$ cat src/rtl/lbus_seq_pkg.sv
package lbus_seq_pkg;

  typedef enum logic [2:0] {
    ST_IDLE = 3'd0,
    ST_GO   = 3'd1,
    ST_WAIT = 3'd2,
    ST_DONE = 3'd3,
    ST_CHK  = 3'd4
  } seq_state_e;

  typedef struct packed {
    logic freeze;
    logic loop_en;
    logic sstep;
  } diag_ctrl_t;

  localparam int unsigned DIAG_BITS = $bits(diag_ctrl_t);

  localparam logic [3:0] ADDR_DIAG = 4'd0;
  localparam logic [3:0] ADDR_PTR  = 4'd1;
  localparam logic [3:0] ADDR_BEN  = 4'd8;
  localparam logic [3:0] ADDR_STAT = 4'd9;

endpackage

$ cat src/rtl/lbus_seq_regs.sv
module lbus_seq_regs
  import lbus_seq_pkg::*;
#(
  parameter int unsigned ADDR_W = 4,
  parameter int unsigned DATA_W = 8,
  parameter int unsigned PTR_W  = 4
) (
  input  logic              clk_i,
  input  logic              rst_ni,
  input  logic              init_i,
  input  logic              we_i,
  input  logic [ADDR_W-1:0] addr_i,
  input  logic [DATA_W-1:0] wdata_i,
  input  logic [DATA_W-1:0] status_i,
  output logic [DATA_W-1:0] rdata_o,
  output diag_ctrl_t        diag_o,
  output logic [PTR_W-1:0]  ptr_o,
  output logic              board_en_o
);

  localparam logic [ADDR_W-1:0] A_DIAG = ADDR_W'(ADDR_DIAG);
  localparam logic [ADDR_W-1:0] A_PTR  = ADDR_W'(ADDR_PTR);
  localparam logic [ADDR_W-1:0] A_BEN  = ADDR_W'(ADDR_BEN);
  localparam logic [ADDR_W-1:0] A_STAT = ADDR_W'(ADDR_STAT);

  diag_ctrl_t       diag_q;
  logic [PTR_W-1:0] ptr_q;
  logic             ben_q;

  always_ff @(posedge clk_i or negedge rst_ni) begin
    if (!rst_ni) begin
      diag_q <= '0;
      ptr_q  <= '0;
      ben_q  <= 1'b0;
    end else if (init_i) begin
      diag_q <= '0;
      ptr_q  <= '0;
      ben_q  <= 1'b0;
    end else if (we_i) begin
      unique case (addr_i)
        A_DIAG:  diag_q <= diag_ctrl_t'(wdata_i[DIAG_BITS-1:0]);
        A_PTR:   ptr_q  <= wdata_i[PTR_W-1:0];
        A_BEN:   ben_q  <= wdata_i[0];
        default: ;
      endcase
    end
  end

  always_comb begin
    rdata_o = '0;
    unique case (addr_i)
      A_DIAG:  rdata_o[DIAG_BITS-1:0] = diag_q;
      A_PTR:   rdata_o[PTR_W-1:0]     = ptr_q;
      A_BEN:   rdata_o[0]             = ben_q;
      A_STAT:  rdata_o                = status_i;
      default: rdata_o = '0;
    endcase
  end

  assign diag_o     = diag_q;
  assign ptr_o      = ptr_q;
  assign board_en_o = ben_q;


  init_clears_regs_chk: assert property (@(posedge clk_i) disable iff (!rst_ni)
    init_i |=> (!ben_q && ptr_q == '0 && diag_q == '0));

endmodule

$ cat src/rtl/lbus_seq_wdog.sv
module lbus_seq_wdog #(
  parameter int unsigned TO_CYCLES = 64,
  localparam int unsigned CNT_W    = $clog2(TO_CYCLES + 1)
) (
  input  logic clk_i,
  input  logic rst_ni,
  input  logic in_wait_i,
  input  logic run_i,
  output logic expire_o
);

  localparam logic [CNT_W-1:0] LAST = CNT_W'(TO_CYCLES - 1);

  logic [CNT_W-1:0] cnt_q;

  assign expire_o = in_wait_i && run_i && (cnt_q == LAST);

  always_ff @(posedge clk_i or negedge rst_ni) begin
    if (!rst_ni)                    cnt_q <= '0;
    else if (!in_wait_i)            cnt_q <= '0;
    else if (run_i && !expire_o)    cnt_q <= cnt_q + 1'b1;
  end


  wdog_idle_clear_chk: assert property (@(posedge clk_i) disable iff (!rst_ni)
    !in_wait_i |=> (cnt_q == '0));


  wdog_hold_chk: assert property (@(posedge clk_i) disable iff (!rst_ni)
    (in_wait_i && !run_i) |=> $stable(cnt_q));

endmodule

$ cat src/rtl/lbus_seq_fsm.sv
module lbus_seq_fsm
  import lbus_seq_pkg::*;
#(
  parameter int unsigned PTR_W     = 4,
  parameter int unsigned NUM_PORTS = 8
) (
  input  logic             clk_i,
  input  logic             rst_ni,
  input  logic             init_i,
  input  logic             step_i,
  input  logic             start_i,
  input  logic             bus_end_i,
  input  logic             dma_halt_i,
  input  diag_ctrl_t       diag_i,
  input  logic             board_en_i,
  input  logic [PTR_W-1:0] ptr_i,
  input  logic             expire_i,
  output seq_state_e       state_o,
  output logic             bus_go_o,
  output logic             in_wait_o,
  output logic             run_o,
  output logic             timeout_o,
  output logic             error_o
);

  seq_state_e state_q, state_d;
  logic       adv, hs, ptr_ok, leave_idle;
  logic       timeout_q, error_q;

  assign ptr_ok = (32'(ptr_i) < NUM_PORTS);
  assign adv    = !diag_i.freeze && (diag_i.sstep ? step_i : 1'b1);
  assign hs     = bus_end_i || dma_halt_i || diag_i.loop_en;

  always_comb begin
    state_d = state_q;
    unique case (state_q)
      ST_IDLE: if (adv && (diag_i.sstep || start_i)) state_d = ST_CHK;
      ST_CHK:  if (adv) state_d = board_en_i ? ST_GO : ST_IDLE;
      ST_GO:   if (adv) state_d = ST_WAIT;
      ST_WAIT: begin
        if (adv && hs)     state_d = ST_DONE;
        else if (expire_i) state_d = ST_IDLE;
      end
      ST_DONE: if (adv) state_d = ST_IDLE;
      default: state_d = ST_IDLE;
    endcase
  end

  assign leave_idle = (state_q == ST_IDLE) && (state_d != ST_IDLE);

  always_ff @(posedge clk_i or negedge rst_ni) begin
    if (!rst_ni) begin
      state_q   <= ST_IDLE;
      timeout_q <= 1'b0;
      error_q   <= 1'b0;
    end else if (init_i) begin
      state_q   <= ST_IDLE;
      timeout_q <= 1'b0;
      error_q   <= 1'b0;
    end else begin
      state_q <= state_d;
      if (leave_idle) begin
        timeout_q <= 1'b0;
        error_q   <= 1'b0;
      end else begin
        if (state_q == ST_WAIT && state_d == ST_IDLE) timeout_q <= 1'b1;
        if (state_q == ST_GO && !ptr_ok)              error_q   <= 1'b1;
      end
    end
  end

  assign state_o   = state_q;
  assign bus_go_o  = (state_q == ST_GO) && ptr_ok;
  assign in_wait_o = (state_q == ST_WAIT);
  assign run_o     = !diag_i.freeze;
  assign timeout_o = timeout_q;
  assign error_o   = error_q;


  state_legal_chk: assert property (@(posedge clk_i) disable iff (!rst_ni)
    state_q inside {ST_IDLE, ST_GO, ST_WAIT, ST_DONE, ST_CHK});


  disabled_loop_chk: assert property (@(posedge clk_i) disable iff (!rst_ni)
    (state_q == ST_CHK && !board_en_i && !init_i) |=> (state_q inside {ST_CHK, ST_IDLE}));


  freeze_hold_chk: assert property (@(posedge clk_i) disable iff (!rst_ni)
    (diag_i.freeze && !init_i) |=> $stable(state_q));


  step_hold_chk: assert property (@(posedge clk_i) disable iff (!rst_ni)
    (diag_i.sstep && !step_i && state_q != ST_WAIT && !init_i) |=> $stable(state_q));


  timeout_idle_chk: assert property (@(posedge clk_i) disable iff (!rst_ni)
    $rose(timeout_q) |-> (state_q == ST_IDLE));


  init_state_chk: assert property (@(posedge clk_i) disable iff (!rst_ni)
    init_i |=> (state_q == ST_IDLE && !timeout_q && !error_q));

endmodule

$ cat src/rtl/lbus_seq.sv
module lbus_seq
  import lbus_seq_pkg::*;
#(
  parameter int unsigned ADDR_W    = 4,
  parameter int unsigned DATA_W    = 8,
  parameter int unsigned PTR_W     = 4,
  parameter int unsigned NUM_PORTS = 8,
  parameter int unsigned TO_CYCLES = 64
) (
  input  logic              clk_i,
  input  logic              rst_ni,
  input  logic              init_i,
  input  logic              reg_we_i,
  input  logic [ADDR_W-1:0] reg_addr_i,
  input  logic [DATA_W-1:0] reg_wdata_i,
  output logic [DATA_W-1:0] reg_rdata_o,
  input  logic              step_i,
  input  logic              start_i,
  input  logic              bus_end_i,
  input  logic              dma_halt_i,
  output logic              bus_go_o,
  output logic [PTR_W-1:0]  port_ptr_o,
  output logic              freeze_halt_o,
  output logic [2:0]        state_o,
  output logic              timeout_o,
  output logic              error_o
);

  diag_ctrl_t       diag;
  logic             board_en, expire, in_wait, run;
  seq_state_e       state;
  logic [DATA_W-1:0] status;

  always_comb begin
    status      = '0;
    status[2:0] = state;
    status[3]   = timeout_o;
    status[4]   = error_o;
  end

  lbus_seq_regs #(
    .ADDR_W (ADDR_W),
    .DATA_W (DATA_W),
    .PTR_W  (PTR_W)
  ) u_regs (
    .clk_i      (clk_i),
    .rst_ni     (rst_ni),
    .init_i     (init_i),
    .we_i       (reg_we_i),
    .addr_i     (reg_addr_i),
    .wdata_i    (reg_wdata_i),
    .status_i   (status),
    .rdata_o    (reg_rdata_o),
    .diag_o     (diag),
    .ptr_o      (port_ptr_o),
    .board_en_o (board_en)
  );

  lbus_seq_fsm #(
    .PTR_W     (PTR_W),
    .NUM_PORTS (NUM_PORTS)
  ) u_fsm (
    .clk_i      (clk_i),
    .rst_ni     (rst_ni),
    .init_i     (init_i),
    .step_i     (step_i),
    .start_i    (start_i),
    .bus_end_i  (bus_end_i),
    .dma_halt_i (dma_halt_i),
    .diag_i     (diag),
    .board_en_i (board_en),
    .ptr_i      (port_ptr_o),
    .expire_i   (expire),
    .state_o    (state),
    .bus_go_o   (bus_go_o),
    .in_wait_o  (in_wait),
    .run_o      (run),
    .timeout_o  (timeout_o),
    .error_o    (error_o)
  );

  lbus_seq_wdog #(
    .TO_CYCLES (TO_CYCLES)
  ) u_wdog (
    .clk_i     (clk_i),
    .rst_ni    (rst_ni),
    .in_wait_i (in_wait),
    .run_i     (run),
    .expire_o  (expire)
  );

  assign state_o       = state;
  assign freeze_halt_o = diag.freeze;


  go_clean_chk: assert property (@(posedge clk_i) disable iff (!rst_ni)
    bus_go_o |-> (state_o == 3'd1 && !error_o));


  expire_in_wait_chk: assert property (@(posedge clk_i) disable iff (!rst_ni)
    expire |-> (state_o == 3'd2));

endmodule

$ cat config.mk
export PLATFORM = sky130hd
export DESIGN_NAME = lbus_seq
export DESIGN_NICKNAME = d
export VERILOG_FILES = /design/src/rtl/lbus_seq_pkg.sv /design/src/rtl/lbus_seq_regs.sv /design/src/rtl/lbus_seq_wdog.sv /design/src/rtl/lbus_seq_fsm.sv /design/src/rtl/lbus_seq.sv
export SDC_FILE = /design/constraint.sdc
export NUM_CORES = 1
export LEC_CHECK = 0
export ABC_AREA = 1
export CAP_MARGIN = 20
export CELL_PAD_IN_SITES_DETAIL_PLACEMENT = 1
export CELL_PAD_IN_SITES_GLOBAL_PLACEMENT = 1
export CORE_MARGIN = 5
export CORE_UTILIZATION = 29
export DETAILED_ROUTE_END_ITERATION = 12
export PLACE_DENSITY_LB_ADDON = 0.1
export SLEW_MARGIN = 10
export SYNTH_ARGS = -nofsm -noshare
export SYNTH_HDL_FRONTEND = slang
export SYNTH_SLANG_ARGS = --single-unit
$ cat constraint.sdc
create_clock -name clk_i -period 1.25 [get_ports clk_i]
set_input_delay 0.125 -clock clk_i [delete_from_list [all_inputs] [get_ports clk_i]]
set_output_delay 0.125 -clock clk_i [all_outputs]
set_load 0.01 [all_outputs]
==> results of run 1 <==
[repair_timing]
| item | CTS | global route |
|---|---|---|
| pin swaps | 8 | 6 |
| resized for setup | 51 | 25 |
| setup endpoints to repair | 24 | 19 |
| cloned | 0 | 0 |
| buffers inserted | 10 | 1 |
[state kept, by name (all words and copies together) (netlist names)]
| signal | flops |
|---|---|
| u_regs.diag_o | 3 |
| u_regs.board_en_o | 1 |
| u_fsm.state_o | 3 |
| u_fsm.timeout_o | 1 |
| u_regs.ptr_o | 4 |
| u_wdog.cnt_q | 7 |
| u_fsm.error_o | 1 |
[synth_stat cells, drive strengths merged]
master	n
nand2	38
inv	29
nor2	21
dfrtp	20
o21ai	16
nand3	13
nand4	6
a21oi	5
buf	3
o221ai	2
conb	1
ha	1
nor3	1
o2111ai	1
o211ai	1
o22ai	1
xnor2	1
[report_power, final]
part	switching, mW	internal [mW]
Combinational	0.180	0.164
Clock	0.243	0.281
Sequential	0.0154	0.670
Total	0.438	1.12
[cell families after synthesis]
family / synth area share (%)
buffers and inverters: 10.9
and+or+nand+nor: 32.1
other: 0.312
xor gates and xnor gates: 0.729
adders and majority gates: 1.04
DFF: 41.6
AOI/OAI and AO/OA: 13.3
[path summary, 6_finish.rpt]
kind                                             start                            end  slack (ps)
setup / recovery           u_wdog.cnt_q[0]$_DFFE_PN0P_    u_wdog.cnt_q[0]$_DFFE_PN0P_         -80
hold / removal                                  rst_ni  u_regs.board_en_o$_DFFE_PN0P_         210
setup reg to reg           u_wdog.cnt_q[0]$_DFFE_PN0P_    u_wdog.cnt_q[0]$_DFFE_PN0P_         -80
hold reg to reg            u_fsm.timeout_o$_DFFE_PN0P_    u_fsm.timeout_o$_DFFE_PN0P_         560
max in group asynchronous                       rst_ni     u_fsm.state_o[0]$_DFF_PN0_         800
min in group clk_i                      reg_wdata_i[3]    u_regs.ptr_o[3]$_DFFE_PN0P_         450
[final cells by class]
cell class / count / area (sq um)
inverters: 29 / 109
clock buffers: 4 / 55.1
repair buffers: 71 / 612
multi-input cells: 110 / 669
flip-flops and latches: 20 / 502
fillers: 494 / 1990
well taps: 50 / 62.6
[cells in the final DEF (no fill, tap or decap), types with 7 or more instances in the layout]
cell             count
inv_1               24
o21ai_0              9
buf_4               31
nand2_1             32
dfrtp_1             19
clkdlybuf4s50_1     11
nor2_1              14
buf_6                7
dlygate4sd2_1       12
nand3_1              9
[per-stage QoR]
| step | worst slack (ps) | instance area [sq um] | power (mW) | cells |
|---|---|---|---|---|
| global placement | -568 | 1800 | 1.01 | 270 |
| finish | -77.7 | 2010 | 1.55 | 284 |
| global route | -144 | 2010 | 1.63 | 284 |
| detailed placement | -606 | 1800 | 1.02 | 270 |
| floorplan | -39.4 | 1210 | 0.815 | 162 |
| CTS | -176 | 1970 | 1.55 | 284 |
[per-layer routing]
layer	up-vias	track usage, %	share of wire, %
met5	-	0	0
li1	658	-	-
met3	2	2.43	2.7
met4	0	2.96	0.50
met2	18	29.0	53
met1	662	19.6	44
[worst reg2reg max path, cell delays in order (launching register included)]
cell and delay [ps]:
dfrtp_1 370, ha_2 220, nand3_4 90, nor2_4 130, nor2_4 50, buf_12 130
nor2_8 120, nand2_1 60, o21ai_1 90
==> metrics.txt, run 1 <==
routability cong.=0.859; Setup Viol. Count Final=8; Tmin final=1330 ps; DRT Pass-1 Iters=4; Max Slew Vio Count=0; number of remaining DRC errors=0; Yosys top cell by area=dfrtp_1; layout cells sized above 1=35.0%; Area growth, synth to finish=67.1%; synthesized instance count=160; GRT Total Usage=15.8%; Clock Latency Late Sink=260 ps; number of I/O port buffers=31; setup ws final=-77.7 ps; Pwr Density=between 700 and 800 nW/um^2; stages on the worst setup path=8; post-route ant nets=0; area share of the largest cell type after synthesis=41.6%; Reg2Reg Depth=8; crit path max fanout=6; worst hold path class=input port to asynchronous set/reset pin; remaining global-route overflow=0; vias in the first global route=1470; Worst IR Drop VDD=0.000372 V; Hold-fix buffers, CTS=0; RSZ-0062 raised after global routing=yes; DP HPWL=3.22 mm; #FFs+latches synth=20; Worst Hold Slack=around 210 ps; DR vias/cell=4.72; global-route wire length before repair=6.73 mm; f_max=753 MHz; Routed WL=~4.0 mm; die width=about 74 um; CTS Sinks=20; Unique masters post-synth=25; type of destination of the critical path=flip-flop; # rows=23; initial drt markers=46; clk slew on worst S/H paths=90 ps; Worst path max stage delay=~370 ps; CTS tree=done; largest net degree at the start of global routing=21; failing checks=negative setup slack; Seq/Total Area, Yosys=41.6%; status=finished with violations; total negative setup slack=-316 ps; leak pwr=between 1 and 1.5 nW; htree depth=1; clock buffer depth=2; synth warn=0; Setup crit start kind=flip-flop; Slowest-stage cell, CP=dfrtp_1; initial antenna violation count=0; CP Buf/Inv Count=1; Hold Vio Cnt, Final=0; clk root buf=clkbuf_8; Critical Setup Path Class=flip-flop to flip-flop; full die area=~5500 sq um; critical path's most frequent cell=nor2_4; vias=1340; initial core utilization=between 30% and 40%; clk_skew=8.60 ps; Max Cap Viol=0; critical path required time=1430 ps; final core occ=between 50% and 60%; Final Net Count=256; period utilization=106%; clock buffer count from CTS=3; ant diodes=0; Synth area leaders=dfrtp_1 (42%), nand2_1 (12%), inv_1 (9.1%); Avg Cell Area, Syn=around 7.5 sq um; Critical Path AT=1510 ps; Cell Chain, Critical Path=ha_2, nand3_4, nor2_4, nor2_4, buf_12, nor2_8, nand2_1, o21ai_1; critical path's top delay family=simple AND/OR/NAND/NOR gates; Mapped Area=1200 sq um; Wirelength per Cell=~14 um; Core ar.=~4000 sq um; die height=approximately 74 um; top-level I/O count=39
(Power assumes the default switching activity.)
==> inputs of run 2 (changes only) <==
PLACE_DENSITY_LB_ADDON = 0.08   (was 0.1)
==> run 2 against run 1 <==
Net effect: the run still ends with negative setup slack left; global-route usage grew 0.82 points; non-clock buffer count up 1; critical endpoint is now u_wdog.cnt_q[6]$_DFFE_PN0P_; clock-buffer cell count shrank 1; first-iteration DRC count is 33% lower; critical path type unchanged; sequential cell count is the same; critical path depth is the same; sequential power about the same; highest routed layer unchanged; final cell count stayed put; power fell by 3.7%.
==> metrics.txt, run 2 (synthesis gave the netlist of run 1 again) <==
status=finished with violations; failing checks=negative setup slack; critical path required time=1410 ps; full die area=around 5500 sq um; clock buffer count from CTS=3; Critical Setup Path Class=flip-flop to flip-flop; Critical Path AT=1520 ps; crit path max fanout=3; CTS Sinks=20; number of I/O port buffers=31; # rows=23; remaining global-route overflow=0; Area growth, synth to finish=73.2%; Worst Hold Slack=199 ps; Wirelength per Cell=15.3 um; post-route ant nets=0; Biggest register=u_wdog.cnt_q; ant diodes=0; clk slew on worst S/H paths=80 ps; Hold-fix buffers, CTS=0; vias in the first global route=roughly 1500; Routed WL=4.33 mm; initial antenna violation count=0; vias=approximately 1400; routability cong.=0.828; die width=74.4 um; RSZ-0062 raised after global routing=yes; clock buffer depth=2; layout cells sized above 1=between 30% and 40%; CTS tree=done; DP HPWL=3.16 mm; Worst IR Drop VDD=0.000446 V; DRT Pass-1 Iters=4; most frequent cells in the layout=buf_4 (30), nand2_1 (28), inv_1 (22); Tmin final=approximately 1400 ps; Reg2Reg Depth=8; Pwr Density=718 nW/um^2; top-level I/O count=39; RR Startpoint=u_wdog.cnt_q[0]$_DFFE_PN0P_; Max Slew Vio Count=0; Max Cap Viol=0; setup ws final=-109 ps; period utilization=109%; DR vias/cell=approximately 4.8; f_max=approximately 740 MHz; Hold Vio Cnt, Final=0; r2r endpoint=u_wdog.cnt_q[6]$_DFFE_PN0P_; worst hold path class=input port to asynchronous set/reset pin; Clock Latency Late Sink=between 200 and 300 ps; Final Net Count=257; initial core utilization=approximately 30%; global-route wire length before repair=7.02 mm; max reg flops=7; initial drt markers=31; reg-to-reg slack, setup=-110 ps; die height=74.4 um; GRT Total Usage=approximately 17%; type of destination of the critical path=flip-flop; leak pwr=~1.1 nW; Core ar.=between 4000 and 5000 sq um; Setup Viol. Count Final=11; largest net degree at the start of global routing=21; htree depth=1; Setup crit start kind=flip-flop; clk root buf=clkbuf_8; number of remaining DRC errors=0; most common cell after layout, fill and taps aside=buf_4; final core occ=52.0%; clk_skew=4.52 ps; total negative setup slack=-813 ps
[run 2: repair_timing]
action,in CTS,in global routing
buffers inserted,11,3
gates cloned,0,0
resized for setup,57,37
pin swaps,7,14
setup endpoints to repair,26,17
[run 2: layout make-up]
type | count | area, sq um
inverters | 29 | 114
clock buffers | 3 | 41.3
fillers | 482 | 1920
flip-flops and latches | 20 | 500
multi-input cells | 110 | 729
well taps | 50 | 62.6
repair buffers | 72 | 634
[run 2: worst max-delay path by stage]
stage	startpoint	end	cells past startpoint
5_1_grt	u_wdog.cnt_q[0]$_DFFE_PN0P_	u_wdog.cnt_q[4]$_DFFE_PN0P_	9
4_1_cts	u_wdog.cnt_q[1]$_DFFE_PN0P_	u_wdog.cnt_q[3]$_DFFE_PN0P_	8
3_3_place_gp	reg_addr_i[3]	reg_rdata_o[0]	5
3_5_place_dp	reg_addr_i[3]	reg_rdata_o[1]	5
6_report	u_wdog.cnt_q[0]$_DFFE_PN0P_	u_wdog.cnt_q[6]$_DFFE_PN0P_	8
2_1_floorplan	u_wdog.cnt_q[0]$_DFFE_PN0P_	u_wdog.cnt_q[6]$_DFFE_PN0P_	7
[run 2: worst max-delay path: stages, from the launching register on]
cell and delay [ps]:
dfrtp_1 420, ha_4 190, nand3_4 100, nor2_4 50
nor2_4 180, buf_6 130, nand2_2 40, o21ai_1 110
inv_1 50
[run 2: through the flow]
stage	power, mW	cell area (sq um)	setup WS (ps)	std cells
floorplan	0.815	1210	-39.4	162
global placement	1.01	1780	-568	267
detailed placement	1.02	1780	-662	267
CTS	1.49	1950	-83.6	281
global route	1.58	2080	-199	284
finish	1.50	2080	-109	284
[run 2: metal layers]
metal	vias to the layer above	global-route usage, %	routed length, um
li1	660	-	-
met1	666	19.7	1760
met2	30	29.6	2310
met3	7	4.32	205
met4	0	4.55	61
met5	-	0	0
[run 2: power by group]
group / leakage [nW] / internal, mW / switching (mW)
sequential: 0.272 / 0.670 / 0.0177
combinational: 0.779 / 0.175 / 0.193
clock: 0.0216 / 0.216 / 0.224
total: 1.07 / 1.06 / 0.435
==> inputs of run 3 (changes only) <==
SKIP_LAST_GASP = 1   (was default)
==> run 3 against run 2 <==
Net effect: the flow still finishes with violations (negative setup slack); global-route usage down 0.11 points; critical endpoint unchanged; utilization about the same; largest cell class unchanged; non-clock buffer count unchanged; clock power about the same; register-to-register slack about the same; combinational power about the same; die area unchanged; worst setup slack worse by 2.1 ps; sequential power about the same; power up 0.24%; sequential share of layout area about the same; clock-buffer cell count unchanged.
==> metrics.txt, run 3 (synthesis gave the netlist of run 1 again) <==
failing checks=negative setup slack; Max Used Layer=met4; Critical Path AT=1520 ps; clock buffer count from CTS=3; Area growth, synth to finish=73.3%; Setup Viol. Count Final=12; initial drt markers=43; critical path's most frequent cell=nor2_4; period utilization=109%; Tmin final=1360 ps; number of I/O port buffers=31; type of destination of the critical path=flip-flop; M1 WL=1.78 mm; DRT Pass-1 Iters=4; most frequent cells in the layout=buf_4 (30), nand2_1 (26), inv_1 (22); Hold-fix buffers, CTS=0; die height=74.4 um; placed cell areas=about 1800 sq um; placed cell count=around 270; CTS Sinks=20; met3 WL=approximately 190 um; stages on the worst setup path=8; GRT Total Usage=16.5%; final core occ=52.1%; Wirelength per Cell=15.3 um; number of remaining DRC errors=0; remaining global-route overflow=0; Setup WS pre-CTS=-662 ps; htree depth=1; met2 routed WL=2.32 mm; # rows=23; layout cells sized above 1=38.9%; CP Buf/Inv Count=2; Cell Chain, Critical Path=ha_4, nand3_4, nor2_4, nor2_4, buf_6, nand2_2, o21ai_1, inv_1; ant diodes=0; setup ws final=-111 ps; critical path's top delay family=flip-flops; clock buffer depth=2; initial antenna violation count=0; initial core utilization=30.1%; Max Slew Vio Count=0; DP HPWL=3.16 mm; status=finished with violations; Clock Latency Late Sink=270 ps; global-route wire length before repair=6.98 mm; clk_skew=just under 5 ps; post-route ant nets=0; die width=74.4 um; Final Instance Area=2080 sq um; Core ar.=4000 sq um; leak pwr=about 1.1 nW; critical path required time=1410 ps; largest net degree at the start of global routing=21; vias=1353; Pwr Density=720 nW/um^2; CTS tree=done; Max Cap Viol=0; DR vias/cell=roughly 4.8; total negative setup slack=-824 ps; most common cell after layout, fill and taps aside=buf_4; routability cong.=0.828; Worst path max stage delay=approximately 420 ps; Worst IR Drop VDD=about 0.00045 V; Reg2Reg Depth=8; clk slew on worst S/H paths=80 ps; worst hold path class=input port to asynchronous set/reset pin; RSZ-0062 raised after global routing=yes; max reg flops=7; Critical Setup Path Class=flip-flop to flip-flop; vias in the first global route=1473; full die area=5530 sq um; fill cell count=484; Final Non-Filler Cells=284; clk root buf=clkbuf_8; Slowest-stage cell, CP=dfrtp_1; crit path max fanout=3; Biggest register=u_wdog.cnt_q; Final Net Count=257; Routed WL=4.34 mm; f_max=735 MHz; Setup crit start kind=flip-flop; top-level I/O count=39; Hold Vio Cnt, Final=0
-- run 3: per-layer routing --
layer,GRT usage [%],up-vias
met4,4.55,0
met2,29.3,26
met1,19.7,662
li1,-,660
met5,0,-
met3,4.32,5
-- run 3: report_power, final --
group / internal, mW / total, mW / switching (mW)
clock: 0.216 / 0.441 / 0.225
combinational: 0.175 / 0.370 / 0.195
sequential: 0.670 / 0.688 / 0.0177
total: 1.06 / 1.50 / 0.438
-- run 3: stage by stage --
stage | hold slack [ps] | power (mW)
after floorplan | -171 | 0.815
after global placement | 499 | 1.01
after detailed placement | 498 | 1.02
after CTS | 205 | 1.49
after global routing | 220 | 1.58
final | 197 | 1.50
-- run 3: cell type report --
type	count	area [sq um]	area share (%)
multi-input combinational	110	734	35.3
timing repair buffer	72	631	30.3
sequential	20	500	24.0
inverter	29	114	5.47
tap	50	62.6	3.00
clock buffer	3	41.3	1.98
-- run 3: worst paths after layout --
| check | from | end | slack [ps] |
|---|---|---|---|
| max | u_wdog.cnt_q[0]$_DFFE_PN0P_ | u_wdog.cnt_q[6]$_DFFE_PN0P_ | -110 |
| min | rst_ni | u_wdog.cnt_q[6]$_DFFE_PN0P_ | 200 |
| max reg2reg | u_wdog.cnt_q[0]$_DFFE_PN0P_ | u_wdog.cnt_q[6]$_DFFE_PN0P_ | -110 |
| min reg2reg | u_fsm.error_o$_DFFE_PN0P_ | u_fsm.error_o$_DFFE_PN0P_ | 560 |
| max in group asynchronous | rst_ni | u_regs.board_en_o$_DFFE_PN0P_ | 830 |
| min in group clk_i | reg_wdata_i[3] | u_regs.ptr_o[3]$_DFFE_PN0P_ | 450 |
-- run 3: timing repair --
action,4_1_cts,5_1_grt
pin swaps,7,15
endpoints found under the setup margin,26,16
buffers inserted,11,3
resized for setup,54,39
